## src/rtl/trig_rate_pkg.sv

```systemverilog
// Shared helpers for the masked trigger OR and rate counter block.
// Assumes window codes 0..3 scale a base length by successive powers of ten.
package trig_rate_pkg;

    // Window length in clocks for a 2-bit code.
    function automatic logic [31:0] win_cycles(input logic [31:0] base, input logic [1:0] code);
        logic [31:0] len;
        case (code)
            2'd0:    len = base;
            2'd1:    len = base * 32'd10;
            2'd2:    len = base * 32'd100;
            default: len = base * 32'd1000;
        endcase
        return len;
    endfunction

endpackage

```

## src/rtl/hit_sync.sv

```systemverilog
// Two-flop synchroniser and rising-edge detector for a bank of hit lines.
// Assumes each pulse is at least one clock high and one clock low.
module hit_sync #(
    parameter int N_CH = 18
) (
    input  logic            clk,
    input  logic            rst_n,
    input  logic [N_CH-1:0] raw,
    output logic [N_CH-1:0] level,
    output logic [N_CH-1:0] rise
);
    for (genvar i = 0; i < N_CH; i++) begin : g_ch
        logic s1, s2, s3;
        // Resynchronise the raw line and keep one delayed copy for edge finding.
        always_ff @(posedge clk) begin
            if (!rst_n) begin
                s1 <= 1'b0;
                s2 <= 1'b0;
                s3 <= 1'b0;
            end else begin
                s1 <= raw[i];
                s2 <= s1;
                s3 <= s2;
            end
        end
        assign level[i] = s2;
        assign rise[i]  = s2 & ~s3;
    end
endmodule

```

## src/rtl/group_or.sv

```systemverilog
// Registered OR of unmasked channels, one output per group of GRP channels.
// Assumes N_CH is a whole multiple of GRP; lowest group drives bit 0.
module group_or #(
    parameter int N_CH = 18,
    parameter int GRP  = 9,
    localparam int N_GRP = N_CH / GRP
) (
    input  logic             clk,
    input  logic             rst_n,
    input  logic [N_CH-1:0]  level,
    input  logic [N_CH-1:0]  mask,
    output logic [N_GRP-1:0] trig
);
    for (genvar g = 0; g < N_GRP; g++) begin : g_grp
        // Combine the unmasked members of this group into one trigger bit.
        always_ff @(posedge clk) begin
            if (!rst_n) trig[g] <= 1'b0;
            else        trig[g] <= |(level[g*GRP +: GRP] & ~mask[g*GRP +: GRP]);
        end
    end
endmodule

```

## src/rtl/win_timer.sv

```systemverilog
// Counting window timer: pulses win_end on the last clock of each window and
// flags restart for one clock whenever the window code changes.
// Assumes WIN_BASE * 1000 fits in TW bits.
module win_timer
    import trig_rate_pkg::*;
#(
    parameter int WIN_BASE = 10000,
    localparam int TW = $clog2(WIN_BASE * 1000 + 1)
) (
    input  logic       clk,
    input  logic       rst_n,
    input  logic [1:0] win_sel,
    output logic       win_end,
    output logic       restart
);
    logic [1:0]    sel_q;
    logic [TW-1:0] tmr;
    logic [31:0]   limit;

    // Decode the terminal count for the active code and detect a code change.
    always_comb begin
        limit   = win_cycles(32'(WIN_BASE), sel_q) - 32'd1;
        restart = (win_sel != sel_q);
        win_end = !restart && (32'(tmr) == limit);
    end

    // Advance the timer, returning to zero on window end or code change.
    always_ff @(posedge clk) begin
        if (!rst_n) begin
            sel_q <= 2'd0;
            tmr   <= '0;
        end else begin
            sel_q <= win_sel;
            if (restart || win_end) tmr <= '0;
            else                    tmr <= tmr + 1'b1;
        end
    end
endmodule

```

## src/rtl/rate_counters.sv

```systemverilog
// Per-channel saturating edge counters with a held bank updated at window end.
// Assumes restart and win_end never need to act together (restart wins).
module rate_counters #(
    parameter int N_CH  = 18,
    parameter int CNT_W = 16
) (
    input  logic                       clk,
    input  logic                       rst_n,
    input  logic [N_CH-1:0]            rise,
    input  logic                       win_end,
    input  logic                       restart,
    output logic [N_CH-1:0][CNT_W-1:0] cnt,
    output logic [N_CH-1:0][CNT_W-1:0] held
);
    for (genvar i = 0; i < N_CH; i++) begin : g_cnt
        logic [CNT_W-1:0] nxt;
        // Add this clock's edge unless the counter is already full.
        always_comb begin
            nxt = cnt[i];
            if (rise[i] && cnt[i] != '1) nxt = cnt[i] + 1'b1;
        end
        // Count, clear on restart, or move into the held bank at window end.
        always_ff @(posedge clk) begin
            if (!rst_n) begin
                cnt[i]  <= '0;
                held[i] <= '0;
            end else if (restart) begin
                cnt[i]  <= '0;
            end else if (win_end) begin
                held[i] <= nxt;
                cnt[i]  <= '0;
            end else begin
                cnt[i]  <= nxt;
            end
        end
    end
endmodule

```

## src/rtl/trig_or_ratemon.sv

```systemverilog
// Top: two masked group triggers, a monitor multiplexer, windowed per-channel
// hit counting and mask/count readback. Assumes hit_raw is asynchronous and
// all strobes are synchronous one-clock pulses.
module trig_or_ratemon #(
    parameter int N_CH     = 18,
    parameter int GRP      = 9,
    parameter int CNT_W    = 16,
    parameter int WIN_BASE = 10000,
    localparam int SEL_W   = $clog2(N_CH)
) (
    input  logic             clk,
    input  logic             rst_n,
    input  logic [N_CH-1:0]  hit_raw,
    input  logic             mask_wr,
    input  logic [23:0]      mask_wdata,
    input  logic             mask_rd,
    output logic [N_CH-1:0]  mask_rdata,
    input  logic [1:0]       win_sel,
    input  logic [SEL_W-1:0] mon_sel,
    output logic             mon_out,
    input  logic             cnt_rd,
    input  logic [SEL_W-1:0] cnt_sel,
    output logic [CNT_W-1:0] cnt_rdata,
    output logic             trig_lo,
    output logic             trig_hi
);
    logic [N_CH-1:0]            hit_lvl;
    logic [N_CH-1:0]            hit_rise;
    logic [N_CH-1:0]            mask_q;
    logic [1:0]                 trig;
    logic                       win_end;
    logic                       restart;
    logic [N_CH-1:0][CNT_W-1:0] cnt_q;
    logic [N_CH-1:0][CNT_W-1:0] held_q;

    hit_sync #(.N_CH(N_CH)) u_sync (
        .clk(clk), .rst_n(rst_n), .raw(hit_raw), .level(hit_lvl), .rise(hit_rise)
    );

    group_or #(.N_CH(N_CH), .GRP(GRP)) u_or (
        .clk(clk), .rst_n(rst_n), .level(hit_lvl), .mask(mask_q), .trig(trig)
    );

    win_timer #(.WIN_BASE(WIN_BASE)) u_tmr (
        .clk(clk), .rst_n(rst_n), .win_sel(win_sel), .win_end(win_end), .restart(restart)
    );

    rate_counters #(.N_CH(N_CH), .CNT_W(CNT_W)) u_cnt (
        .clk(clk), .rst_n(rst_n), .rise(hit_rise), .win_end(win_end),
        .restart(restart), .cnt(cnt_q), .held(held_q)
    );

    assign trig_lo = trig[0];
    assign trig_hi = trig[1];

    // Store the mask; the upper byte bits beyond the channel count are dropped.
    always_ff @(posedge clk) begin
        if (!rst_n)       mask_q <= '0;
        else if (mask_wr) mask_q <= mask_wdata[N_CH-1:0];
    end

    // Register the mask readback on its strobe.
    always_ff @(posedge clk) begin
        if (!rst_n)       mask_rdata <= '0;
        else if (mask_rd) mask_rdata <= mask_q;
    end

    // Route the selected synchronised channel to the monitor pin.
    always_ff @(posedge clk) begin
        if (!rst_n)                      mon_out <= 1'b0;
        else if (32'(mon_sel) < N_CH)    mon_out <= hit_lvl[mon_sel];
        else                             mon_out <= 1'b0;
    end

    // Register the held count of the selected channel on its strobe.
    always_ff @(posedge clk) begin
        if (!rst_n)                    cnt_rdata <= '0;
        else if (cnt_rd) begin
            if (32'(cnt_sel) < N_CH)   cnt_rdata <= held_q[cnt_sel];
            else                       cnt_rdata <= '0;
        end
    end
endmodule

```

## config.mk

```make
export PLATFORM = sky130hd
export DESIGN_NAME = trig_or_ratemon
export DESIGN_NICKNAME = d
export VERILOG_FILES = /design/src/rtl/trig_rate_pkg.sv /design/src/rtl/hit_sync.sv /design/src/rtl/group_or.sv /design/src/rtl/win_timer.sv /design/src/rtl/rate_counters.sv /design/src/rtl/trig_or_ratemon.sv
export SDC_FILE = /design/constraint.sdc
export NUM_CORES = 1
export LEC_CHECK = 0
export BUFFER_PORTS_ARGS = -buffer_cell sky130_fd_sc_hd__buf_4
export CAP_MARGIN = 10
export CORE_MARGIN = 1
export CORE_UTILIZATION = 55
export CTS_BUF_LIST = sky130_fd_sc_hd__clkbuf_8
export CTS_CLUSTER_DIAMETER = 40
export DETAILED_ROUTE_END_ITERATION = 8
export GPL_ROUTABILITY_DRIVEN = 0
export PLACE_DENSITY = 0.8
export REMOVE_ABC_BUFFERS = 1
export SYNTH_ARGS = -nofsm -noshare
export SYNTH_HDL_FRONTEND = slang
export SYNTH_SLANG_ARGS = --single-unit
```

## constraint.sdc

```tcl
create_clock -name clk -period 3.35 [get_ports clk]
set_clock_uncertainty 0.15 [all_clocks]
set_input_delay 0.335 -clock clk [delete_from_list [all_inputs] [get_ports clk]]
set_output_delay 0.335 -clock clk [all_outputs]
set_load 0.01 [all_outputs]
```

# After elaboration in Yosys (flattened, before gate mapping)

Cells that the tools add are included.

Register bits: 711
Bits of input ports: 59
Output and inout port bits: 37
Word-level logic and storage cells: 238

Add/subtract/negate cells: 20
$lt $le $gt $ge: 4
Equality and inequality tests: 22
Muxes and demuxes: 24
Bitwise logic cells: 42
Reductions and logical operators: 28

Operator list:

| cell                  | count |
|---|---|
| $mux 16               | 20 |
| $add 16x1->16 const B | 18 |
| $ne 16x16->1 const B  | 18 |
| $bmux 16 s5           | 1 |
| $pmux 24 s3           | 1 |
| $eq 24x32->1          | 1 |
| $sub 24x1->25 const B | 1 |
| $add 24x1->24 const B | 1 |
| $not 1->1             | 20 |
| $logic_and 1x1->1     | 19 |
| $and 1x1->1           | 18 |
| $and 9x9->9           | 2 |
| $not 9->9             | 2 |
| $reduce_or 9->1       | 2 |
| $lt 5x6->1 const B    | 2 |
| $lt 5x5->1 const B    | 2 |
| $bmux 1 s5            | 1 |
| $reduce_and 2->1      | 2 |
| $reduce_or 3->1       | 1 |
| $eq 2x1->1 const B    | 1 |
| $eq 2x2->1 const B    | 1 |
| $logic_not 2->1       | 1 |
| $ne 2x2->1            | 1 |
| $reduce_or 2->1       | 1 |
| other kinds (3)       | 3 |

# Longest topological paths before layout

Gate-level depths: netlist (run 1).

Word-level depth: 7
Mapped depth: 11
Gate-level depth less buffers: 8

# By module

Synthesis (run 1) repeated with hierarchy kept, for this count alone.

Cell total of the unflattened synthesis: 3457
Area total of the unflattened synthesis: 31301.3 um^2

By module, submodules not included:

| module          | instances | cells an instance | area each (um^2) |
|---|---|---|---|
| rate_counters   | 1         | 2663              | 23354.9 |
| trig_or_ratemon | 1         | 467               | 4672.0 |
| hit_sync        | 1         | 149               | 1734.2 |
| win_timer       | 1         | 150               | 1330.0 |
| group_or        | 1         | 28                | 210.2 |

# Worst setup path before layout (run 1)

No wires, ideal clock.

Kind: register to register
Start: register u_tmr.sel_q[0]
End: register u_cnt.cnt[48] (netlist name)
Data arrival time: 2065 ps
Required time: 3079 ps
Setup slack: 1014 ps
Cell stages (with the launch flop): 12
Period minus slack after synthesis: 2336 ps
Path through: dfxtp_1 inv_1 ha_1 xnor2_1 nand4_1 nor4_1 nand2_1 nand3_1 buf_2 buf_4 buf_2 nor2_1

Longest elaborated chain between the ends: 6

Ends and longest elaborated chain:

| what                                 | line                | text |
|---|---|---|
| start, declared                      | win_timer.sv:16     | `logic [1:0] sel_q;` |
| start signal, assigned               | win_timer.sv:33     | `sel_q <= win_sel;` |
| $eq 2x2->1 (tied with other cells)   | trig_rate_pkg.sv:8  | `case (code)` |
| $pmux 24 s3                          | trig_rate_pkg.sv:8  |  |
| $sub 24x1->25                        | win_timer.sv:22     | `limit = win_cycles(32'(WIN_BASE), sel_q) - 32'd1;` |
| $eq 24x32->1                         | win_timer.sv:24     | `win_end = !restart && (32'(tmr) == limit);` |
| $logic_and 1x1->1                    | win_timer.sv:24     |  |
| $reduce_or 3->1 (no source line) (*) | -                   |  |
| end signal, assigned by index        | rate_counters.sv:33 | `cnt[i] <= nxt;` |
| end, declared                        | rate_counters.sv:12 | `output logic [N_CH-1:0][CNT_W-1:0] cnt,` |

Every way passes the cells marked *; elsewhere a longest branch is shown, timed or not.
A chain may end at the register's enable or synchronous reset.

# Final worst setup path (run 1)

Start: register u_tmr.sel_q[0]
End: register u_cnt.held[177] (netlist name)

Longest elaborated chain between the ends: 6

Ends and longest elaborated chain:

| what                                  | line                | text |
|---|---|---|
| $eq 2x2->1 (tied with other cells)    | trig_rate_pkg.sv:8  |  |
| $pmux 24 s3                           | trig_rate_pkg.sv:8  |  |
| $sub 24x1->25                         | win_timer.sv:22     |  |
| $eq 24x32->1                          | win_timer.sv:24     |  |
| $logic_and 1x1->1                     | win_timer.sv:24     |  |
| $reduce_and 2->1 (no source line) (*) | -                   |  |
| end signal, assigned by index         | rate_counters.sv:30 | `held[i] <= nxt;` |
| end, declared                         | rate_counters.sv:13 | `output logic [N_CH-1:0][CNT_W-1:0] held` |

Marked as above.

==> results of run 1 <==
final cells by class:
| class | instances | area, um2 | share of cell area (%) |
|---|---|---|---|
| Antenna cell | 1 | 2.50 | 0.00687 |
| Clock buffer | 141 | 1940 | 5.33 |
| Clock inverter | 72 | 614 | 1.69 |
| Inverter | 52 | 203 | 0.557 |
| Multi-Input combinational cell | 2410 | 16300 | 44.8 |
| Sequential cell | 711 | 14200 | 39.1 |
| Tap cell | 756 | 946 | 2.60 |
| Timing Repair Buffer | 221 | 2170 | 5.96 |
worst min-delay path by stage:
stage                       from                end  slack, ns  cells past startpoint
2_1_floorplan  u_sync.g_ch[0].s1  u_sync.g_ch[0].s2       0.26                      1
3_3_place_gp   u_sync.g_ch[6].s1  u_sync.g_ch[6].s2       0.26                      1
3_5_place_dp   u_sync.g_ch[0].s1  u_sync.g_ch[0].s2       0.27                      1
4_1_cts               cnt_sel[4]       cnt_rdata[2]       0.01                      4
5_1_grt               cnt_sel[4]       cnt_rdata[1]       0.07                      4
6_report              cnt_sel[4]       cnt_rdata[1]       0.06                      4
power by group through the flow:
stage	Combinational (mW)	Clock, mW	Sequential [mW]
global placement	0.630	0	8.74
CTS	0.708	8.27	8.56
finish	0.726	8.18	8.57
global route	0.774	8.69	8.57
detailed placement	0.639	0	8.75
floorplan	0.308	0	8.74
metal layers:
| metal | track usage (%) | share of wire [%] | vias up |
|---|---|---|---|
| met5 | 0 | 0 | - |
| met3 | 5.06 | 7.1 | 160 |
| li1 | - | - | 12200 |
| met1 | 35.2 | 43 | 12100 |
| met2 | 43.9 | 46 | 801 |
| met4 | 11.6 | 3.4 | 0 |
tightest hold or removal path, delay by kind of cell:
kind,cells,cell delay [ns]
buffers and inverters,1,0.22
AO/OA/AOI/OAI,3,0.32
layout by cell type, fill, tap and decap left out, types with 28 or more instances in the layout:
cell type,n
nor2_1,587
mux2_2,45
dfxtp_1,711
and3_1,52
dlygate4sd3_1,65
and4_1,34
nor2b_1,67
inv_1,81
buf_4,128
mux2i_1,97
a21oi_1,159
mux4_2,58
clkbuf_8,141
o21ai_0,64
xor2_1,119
o211ai_1,39
nand4_1,85
nand3_1,119
nand2_1,242
buf_12,28
nor3_1,63
and2_1,51
a211oi_2,185
xnor2_1,103
kinds of logic (layout without fill, tap and decap cells):
| kind of cell | count (synthesis) | count (layout) |
|---|---|---|
| multiplexers | 200 | 200 |
| flip-flops | 711 | 711 |
| adder cells (fa/ha/maj) | 24 | 24 |
| AND/OR/NAND/NOR | 1420 | 1420 |
| buffers and inverters | 239 | 486 |
| other | 0 | 1 |
| AO/OA/AOI/OAI | 544 | 544 |
| XOR/XNOR | 222 | 222 |
state kept, by name, summed over array words and instances, names as in the netlist:
name            cells
u_or.trig           2
u_sync.g_ch.s2     18
mon_out             1
u_tmr.tmr          24
mask_rdata         18
u_cnt.held        288
u_cnt.cnt         288
cnt_rdata          16
mask_q             18
u_sync.g_ch.s3     18
u_tmr.sel_q         2
u_sync.g_ch.s1     18
per-stage QoR:
stage	TNS [ns]	util [%]
CTS	0	64.2
global route	0	64.2
floorplan	-3785.29	-
finish	0	64.2
detailed placement	0	58.6
global placement	0	58.6
what timing repair did:
action | 4_1_cts | 5_1_grt
setup buffers | 0 | 0
endpoints found under the hold margin | 87 | 0
hold buffers | 65 | 0
==> impl_metrics.py, run 1 <==
metrics = {
    "worst_hold_path": {
        "hp-class": "input port to flop",
    },
    "critical_path": {
        "path_class": "flop to flop",
        "r2r_slack_ns": 0.41,
        "max_stage_delay_ns": 0.50,
        "crit_buf_inv": 3,
        "end_kind": "flop",
        "slowest_stage": "and3_4",
        "startpoint_type": "flop",
        "path_depth": 10,
        "regToRegEndpoint": "u_cnt.held[177]",
        "cpMostUsedCell": "buf_12",
        "critPathCapture": "u_cnt.held[177]",
        "path_delay_family": "simple AND/OR/NAND/NOR gates",
        "crit_arrival_ns": 3.41,
        "worstSetupStartpoint": "u_tmr.sel_q[0]",
        "rr_worst_depth": 10,
        "crit_chain": "inv_1, ha_1, xnor2_1, nand4_1, nor4_1, and3_4, buf_12, buf_12, nor2_1, a211oi_1",
        "cp_max_fo": 38,
        "crit_required_ns": 3.82,
        "r2r-start": "u_tmr.sel_q[0]",
    },
    "detailed_routing": {
        "dr.pass1.iters": 5,
        "wl_per_cell_um": 18.3,
        "drt_iter0_markers": 1943,
        "finalWirelength_um": 80000,
        "vias_per_cell": 5.78,
        "drcViolationCount": 0,
        "final_antenna_net_count": 0,
        "num_vias": 25200,
    },
    "clock_network": {
        "root_buffer": "clkbuf_8",
        "numCtsBuffers": 117,
        "cts_resized": 0,
        "cts-htree-levels": 3,
        "numClockSinks": 711,
        "cts_tree": "done",
        "clock_latency_ns": 0.73,
        "clock_path_buffers": 3,
        "clkSlewWorstSetupHoldPaths_ns": 0.06,
    },
    "placed_design": {
        "placed_cell_area_mm2": 0.0332,
        "dp.final_hpwl_um": 54000,
        "portBuffers": 89,
        "dp.cells": 4085,
        "place_ws_ns": 0.423,
    },
    "floorplan": {
        "num_rows": 87,
        "start_util_pct": 55.9,
        "ios": 96,
        "dieArea_mm2": 0.0586,
        "die-height_um": 242,
        "core_area_mm2": 0.0567,
        "fp.dieW_um": 242,
    },
    "synth": {
        "synth_top_family_by_area": "simple AND/OR/NAND/NOR gates",
        "synth-simple-area-share_pct": 21.3,
        "synth.largest_area_cell": "dfxtp_1",
        "syn_area_per_cell_um2": 9.44,
        "synthMuxAreaShare_pct": 8.77,
        "yosysMostFrequentCell": "dfxtp_1",
        "synth_warnings": 0,
        "synth_cells": 3360,
        "yosys-top-cells-count": "dfxtp_1, nor2_1, nand2_1, a211oi_2, a21oi_1",
        "synthTopCellsByArea": "dfxtp_1, a211oi_2, nor2_1",
        "ys_seq_elements": 711,
        "synthArstFlopShare_pct": 0,
        "ys_seq_area_share_pct": 44.9,
        "synth_edf_count": 0,
        "synth_compound_area_share_pct": 14.2,
        "synth_xor_area_share_pct": 6.13,
        "synth-main-ff-cell": "dfxtp_1",
        "synth.distinct_cells": 66,
        "synth.top_cell.area_share_pct": 44.9,
        "synthAdderAreaFrac_pct": 0.946,
        "netlist_area_mm2": 0.0317,
    },
    "pwr": {
        "leakagePower_nw": 12.2,
        "clkPwrFrac_pct": 46.8,
        "total_power_mw": 17.5,
        "internal_power_mw": 13.4,
        "combPwrFrac_pct": 4.2,
        "p_sw_mw": 4.06,
        "ir_drop_uv": 348,
        "p_seq_share_pct": 49.0,
        "swShare_pct": 23.2,
        "power-per-cell-area_mw_per_mm2": 480,
    },
    "grt": {
        "track_usage_pct": 27.0,
        "grt_pass1_vias": 24600,
        "grt_max_degree": 107,
        "gr-total-overflow": 0,
        "grt_antenna_before_repair": 2,
        "grt_pass1_wl_um": 129000,
    },
    "sta": {
        "setup_viol": 0,
        "worstMarginPinSlew_ns": 0.748,
        "hold_violations": 0,
        "post-route-period-util_pct": 87.7,
        "min_period_ns": 2.94,
        "slew_viol_final": 0,
        "clock.fmax_mhz": 340,
        "fin_hold_ws_ns": 0.0641,
        "worst_slack_ns": 0.412,
        "slew_headroom_pct": 50.1,
        "rsz0062_at_grt": "false",
    },
    "cells_and_area": {
        "num-fill-cells": 4314,
        "layout.nets": 3596,
        "drive_above_1_share_pct": 18.2,
        "final_cells": 4364,
        "area_growth_pct": 14.8,
        "design_area_mm2": 0.0364,
    },
    "run_status": {
        "outcome": "finished, final reports clean",
    },
    "flow_run": {
        "maxCapViolations": 0,
    },
}
(Power assumes the default switching activity.)
==> run 2: changes to the inputs <==
--- a/config.mk
+++ b/config.mk
@@ -5,6 +5,7 @@
 export SDC_FILE = /design/constraint.sdc
 export NUM_CORES = 1
 export LEC_CHECK = 0
+export ABC_AREA = 1
 export BUFFER_PORTS_ARGS = -buffer_cell sky130_fd_sc_hd__buf_4
 export CAP_MARGIN = 10
 export CORE_MARGIN = 1
@@ -13,7 +14,8 @@
 export CTS_CLUSTER_DIAMETER = 40
 export DETAILED_ROUTE_END_ITERATION = 8
 export GPL_ROUTABILITY_DRIVEN = 0
-export PLACE_DENSITY = 0.8
+export GPL_TIMING_DRIVEN = 1
+export PLACE_DENSITY_LB_ADDON = 0.25
 export REMOVE_ABC_BUFFERS = 1
 export SYNTH_ARGS = -nofsm -noshare
 export SYNTH_HDL_FRONTEND = slang
==> run 2 against run 1 <==
Register-to-register slack improved by 0.12 ns. Sequential power barely moved. Combinational power rose by 37%. Critical path depth up 1. Routed wire length rose by 21%. Largest cell class unchanged. Clock power grew 14%. Sequential cell count unchanged. Via count is 38% higher. Count of clock-buffer cells in the layout is 26 higher. Sequential share of layout area is 4.7 points lower. Cell area rose by 14%. Fmax increased by 4.1%.
==> impl_metrics.py, run 2 <==
metrics = {
    "run_status": {
        "outcome": "finished, final reports clean",
    },
    "synth": {
        "synth_top_family_by_area": "simple AND/OR/NAND/NOR gates",
        "synth_compound_area_share_pct": 7.20,
        "synth-main-ff-cell": "dfxtp_1",
        "netlist_area_mm2": 0.0367,
        "synth_cells": 5872,
        "synthArstFlopShare_pct": 0,
        "ys_seq_elements": 711,
        "ys_seq_area_share_pct": 38.8,
        "synth_xor_area_share_pct": 5.04,
        "synth_edf_count": 0,
        "syn_area_per_cell_um2": 6.25,
        "yosysMostFrequentCell": "nand2_1",
        "synth.distinct_cells": 35,
        "synth.top_cell.area_share_pct": 38.8,
        "synthMuxAreaShare_pct": 0,
        "synthTopCellsByArea": "dfxtp_1, nand2_1, nor2_1",
        "synth_warnings": 0,
        "yosys-top-cells-count": "nand2_1, nor2_1, inv_1, dfxtp_1, nand3_1",
        "synth.largest_area_cell": "dfxtp_1",
        "synth-simple-area-share_pct": 36.7,
        "synthAdderAreaFrac_pct": 0.818,
    },
    "pwr": {
        "ir_drop_uv": 305,
        "total_power_mw": 18.9,
        "leakagePower_nw": 19.7,
        "power-per-cell-area_mw_per_mm2": 456,
    },
    "clock_network": {
        "clock_path_buffers": 3,
        "numCtsBuffers": 133,
        "numClockSinks": 711,
        "cts_tree": "done",
        "cts_resized": 0,
        "cts-htree-levels": 4,
        "clkSlewWorstSetupHoldPaths_ns": 0.06,
        "root_buffer": "clkbuf_8",
        "clock_latency_ns": 0.79,
    },
    "floorplan": {
        "num_rows": 94,
        "die-height_um": 260,
        "core_area_mm2": 0.0659,
        "start_util_pct": 55.7,
        "ios": 96,
        "dieArea_mm2": 0.0678,
        "fp.dieW_um": 260,
    },
    "sta": {
        "hold_violations": 0,
        "slew_headroom_pct": 24.0,
        "worstMarginPinSlew_ns": 1.13,
        "worst_slack_ns": 0.527,
        "rsz0062_at_grt": "false",
        "clock.fmax_mhz": 354,
        "setup_viol": 0,
        "min_period_ns": 2.82,
        "slew_viol_final": 0,
        "fin_hold_ws_ns": 0.114,
        "post-route-period-util_pct": 84.3,
    },
    "critical_path": {
        "crit_chain": "inv_1, ha_1, xor2_1, nor2_1, nand2_1, nor2_1, nand4_4, buf_12, buf_4, o21ai_0, nor2_1",
        "startpoint_type": "flop",
        "r2r_slack_ns": 0.53,
        "max_stage_delay_ns": 0.42,
        "cpMostUsedCell": "nor2_1",
        "crit_buf_inv": 3,
        "path_delay_family": "simple AND/OR/NAND/NOR gates",
        "cp_max_fo": 52,
        "critPathCapture": "u_cnt.held[145]",
        "regToRegEndpoint": "u_cnt.held[145]",
        "crit_required_ns": 3.86,
        "crit_arrival_ns": 3.33,
        "path_depth": 11,
        "r2r-start": "u_tmr.sel_q[0]",
        "path_class": "flop to flop",
        "slowest_stage": "dfxtp_1",
        "end_kind": "flop",
        "rr_worst_depth": 11,
        "worstSetupStartpoint": "u_tmr.sel_q[0]",
    },
    "grt": {
        "grt.busiest_layer": "met2",
        "met2_usage_pct": 45.3,
        "track_usage_pct": 28.2,
        "grt_antenna_before_repair": 1,
        "grt_pass1_wl_um": 155000,
        "grt_max_degree": 140,
        "gr-total-overflow": 0,
        "grtUsageMet3_pct": 4.20,
        "grt_pass1_vias": 31500,
        "use_met1_pct": 38.3,
    },
    "cells_and_area": {
        "reg_top3": "u_cnt.cnt x288, u_cnt.held x288, u_tmr.tmr x24",
        "layout.nets": 6045,
        "drive_above_1_share_pct": 6.46,
        "layout_common_cells": "nand2_1, nor2_1, inv_1",
        "final_cells": 6922,
        "num-fill-cells": 6211,
        "final_common_cell": "nand2_1",
        "area_growth_pct": 12.8,
    },
    "detailed_routing": {
        "final_antenna_net_count": 0,
        "dr.pass1.iters": 6,
        "drt_iter0_markers": 2900,
        "wl_per_cell_um": 14.0,
        "vias_per_cell": 5.04,
        "num_vias": 34900,
        "finalWirelength_um": 96600,
        "drcViolationCount": 0,
    },
    "placed_design": {
        "dp.cells": 6639,
        "place_ws_ns": 0.575,
        "portBuffers": 89,
        "dp.final_hpwl_um": 67000,
    },
    "worst_hold_path": {
        "min_path_cells": 4,
        "hp-class": "input port to flop",
    },
    "flow_run": {
        "maxCapViolations": 0,
    },
}
run 2: cell count changes after synthesis, moves of 58 or more:
| cell | before | now |
|---|---|---|
| mux4_2 | 58 | 0 |
| nand2_1 | 242 | 1852 |
| inv_1 | 51 | 813 |
| a211oi_2 | 185 | 0 |
| mux2i_1 | 97 | 0 |
| o21ai_0 | 64 | 251 |
| nor2b_1 | 67 | 0 |
| nor2_1 | 587 | 942 |
| nand3_1 | 121 | 320 |
| xnor2_1 | 103 | 42 |
| a21oi_1 | 159 | 244 |
run 2: how the worst min path moves through the flow:
stage / start / to / slack, ns
after detailed placement: u_sync.g_ch[10].s1 / u_sync.g_ch[10].s2 / 0.25
after floorplan: u_sync.g_ch[0].s1 / u_sync.g_ch[0].s2 / 0.24
after global routing: hit_raw[14] / u_sync.g_ch[14].s1 / 0.09
final: hit_raw[14] / u_sync.g_ch[14].s1 / 0.11
after global placement: u_sync.g_ch[3].s1 / u_sync.g_ch[3].s2 / 0.24
after CTS: hit_raw[14] / u_sync.g_ch[14].s1 / 0.05
run 2: through the flow:
stage | instance area (um2) | setup TNS (ns) | util [%]
global route | 41400 | 0 | 62.9
finish | 41400 | 0 | 62.9
detailed placement | 37900 | 0 | 57.6
floorplan | 35600 | -2820.67 | -
CTS | 41400 | 0 | 62.9
global placement | 37900 | 0 | 57.6
run 2: final cells by class:
cell class	instances	area (um2)	share of cell area (%)
clock buffers	167	2300	5.55
well taps	864	1080	2.61
repair buffers	194	1780	4.30
diodes	1	2.50	0.00604
multi-input cells	4099	18300	44.1
clock inverters	63	667	1.61
inverters	823	3090	7.46
flip-flops and latches	711	14200	34.4
run 2: timing repair:
action / CTS / global route
buffers inserted: 0 / 0
hold buffers: 51 / 0
endpoints found under the hold margin: 121 / 0
run 2: tightest hold or removal path, cell delays in order:
cell,delay [ns]
dlygate4sd3_1,0.52
buf_4,0.09
nand2_1,0.04
inv_1,0.04
run 2: kinds of logic after synthesis:
logic type	after synthesis
XOR/XNOR	211
flip-flops	711
AO/OA/AOI/OAI	521
AND/OR/NAND/NOR	3343
buffers and inverters	1062
adder cells (fa/ha/maj)	24
run 2: per-layer routing:
metal  up-vias  part of all wire (%)
li1      18100                     -
met1     15700                    46
met2       984                    45
met3       157                   6.8
met4         0                   2.7
met5         -                     0
run 2: report_power, final:
part           switching [mW]  internal (mW)
clock network            3.79           5.51
registers              0.0455           8.53
logic                   0.700          0.295
total                    4.54           14.3
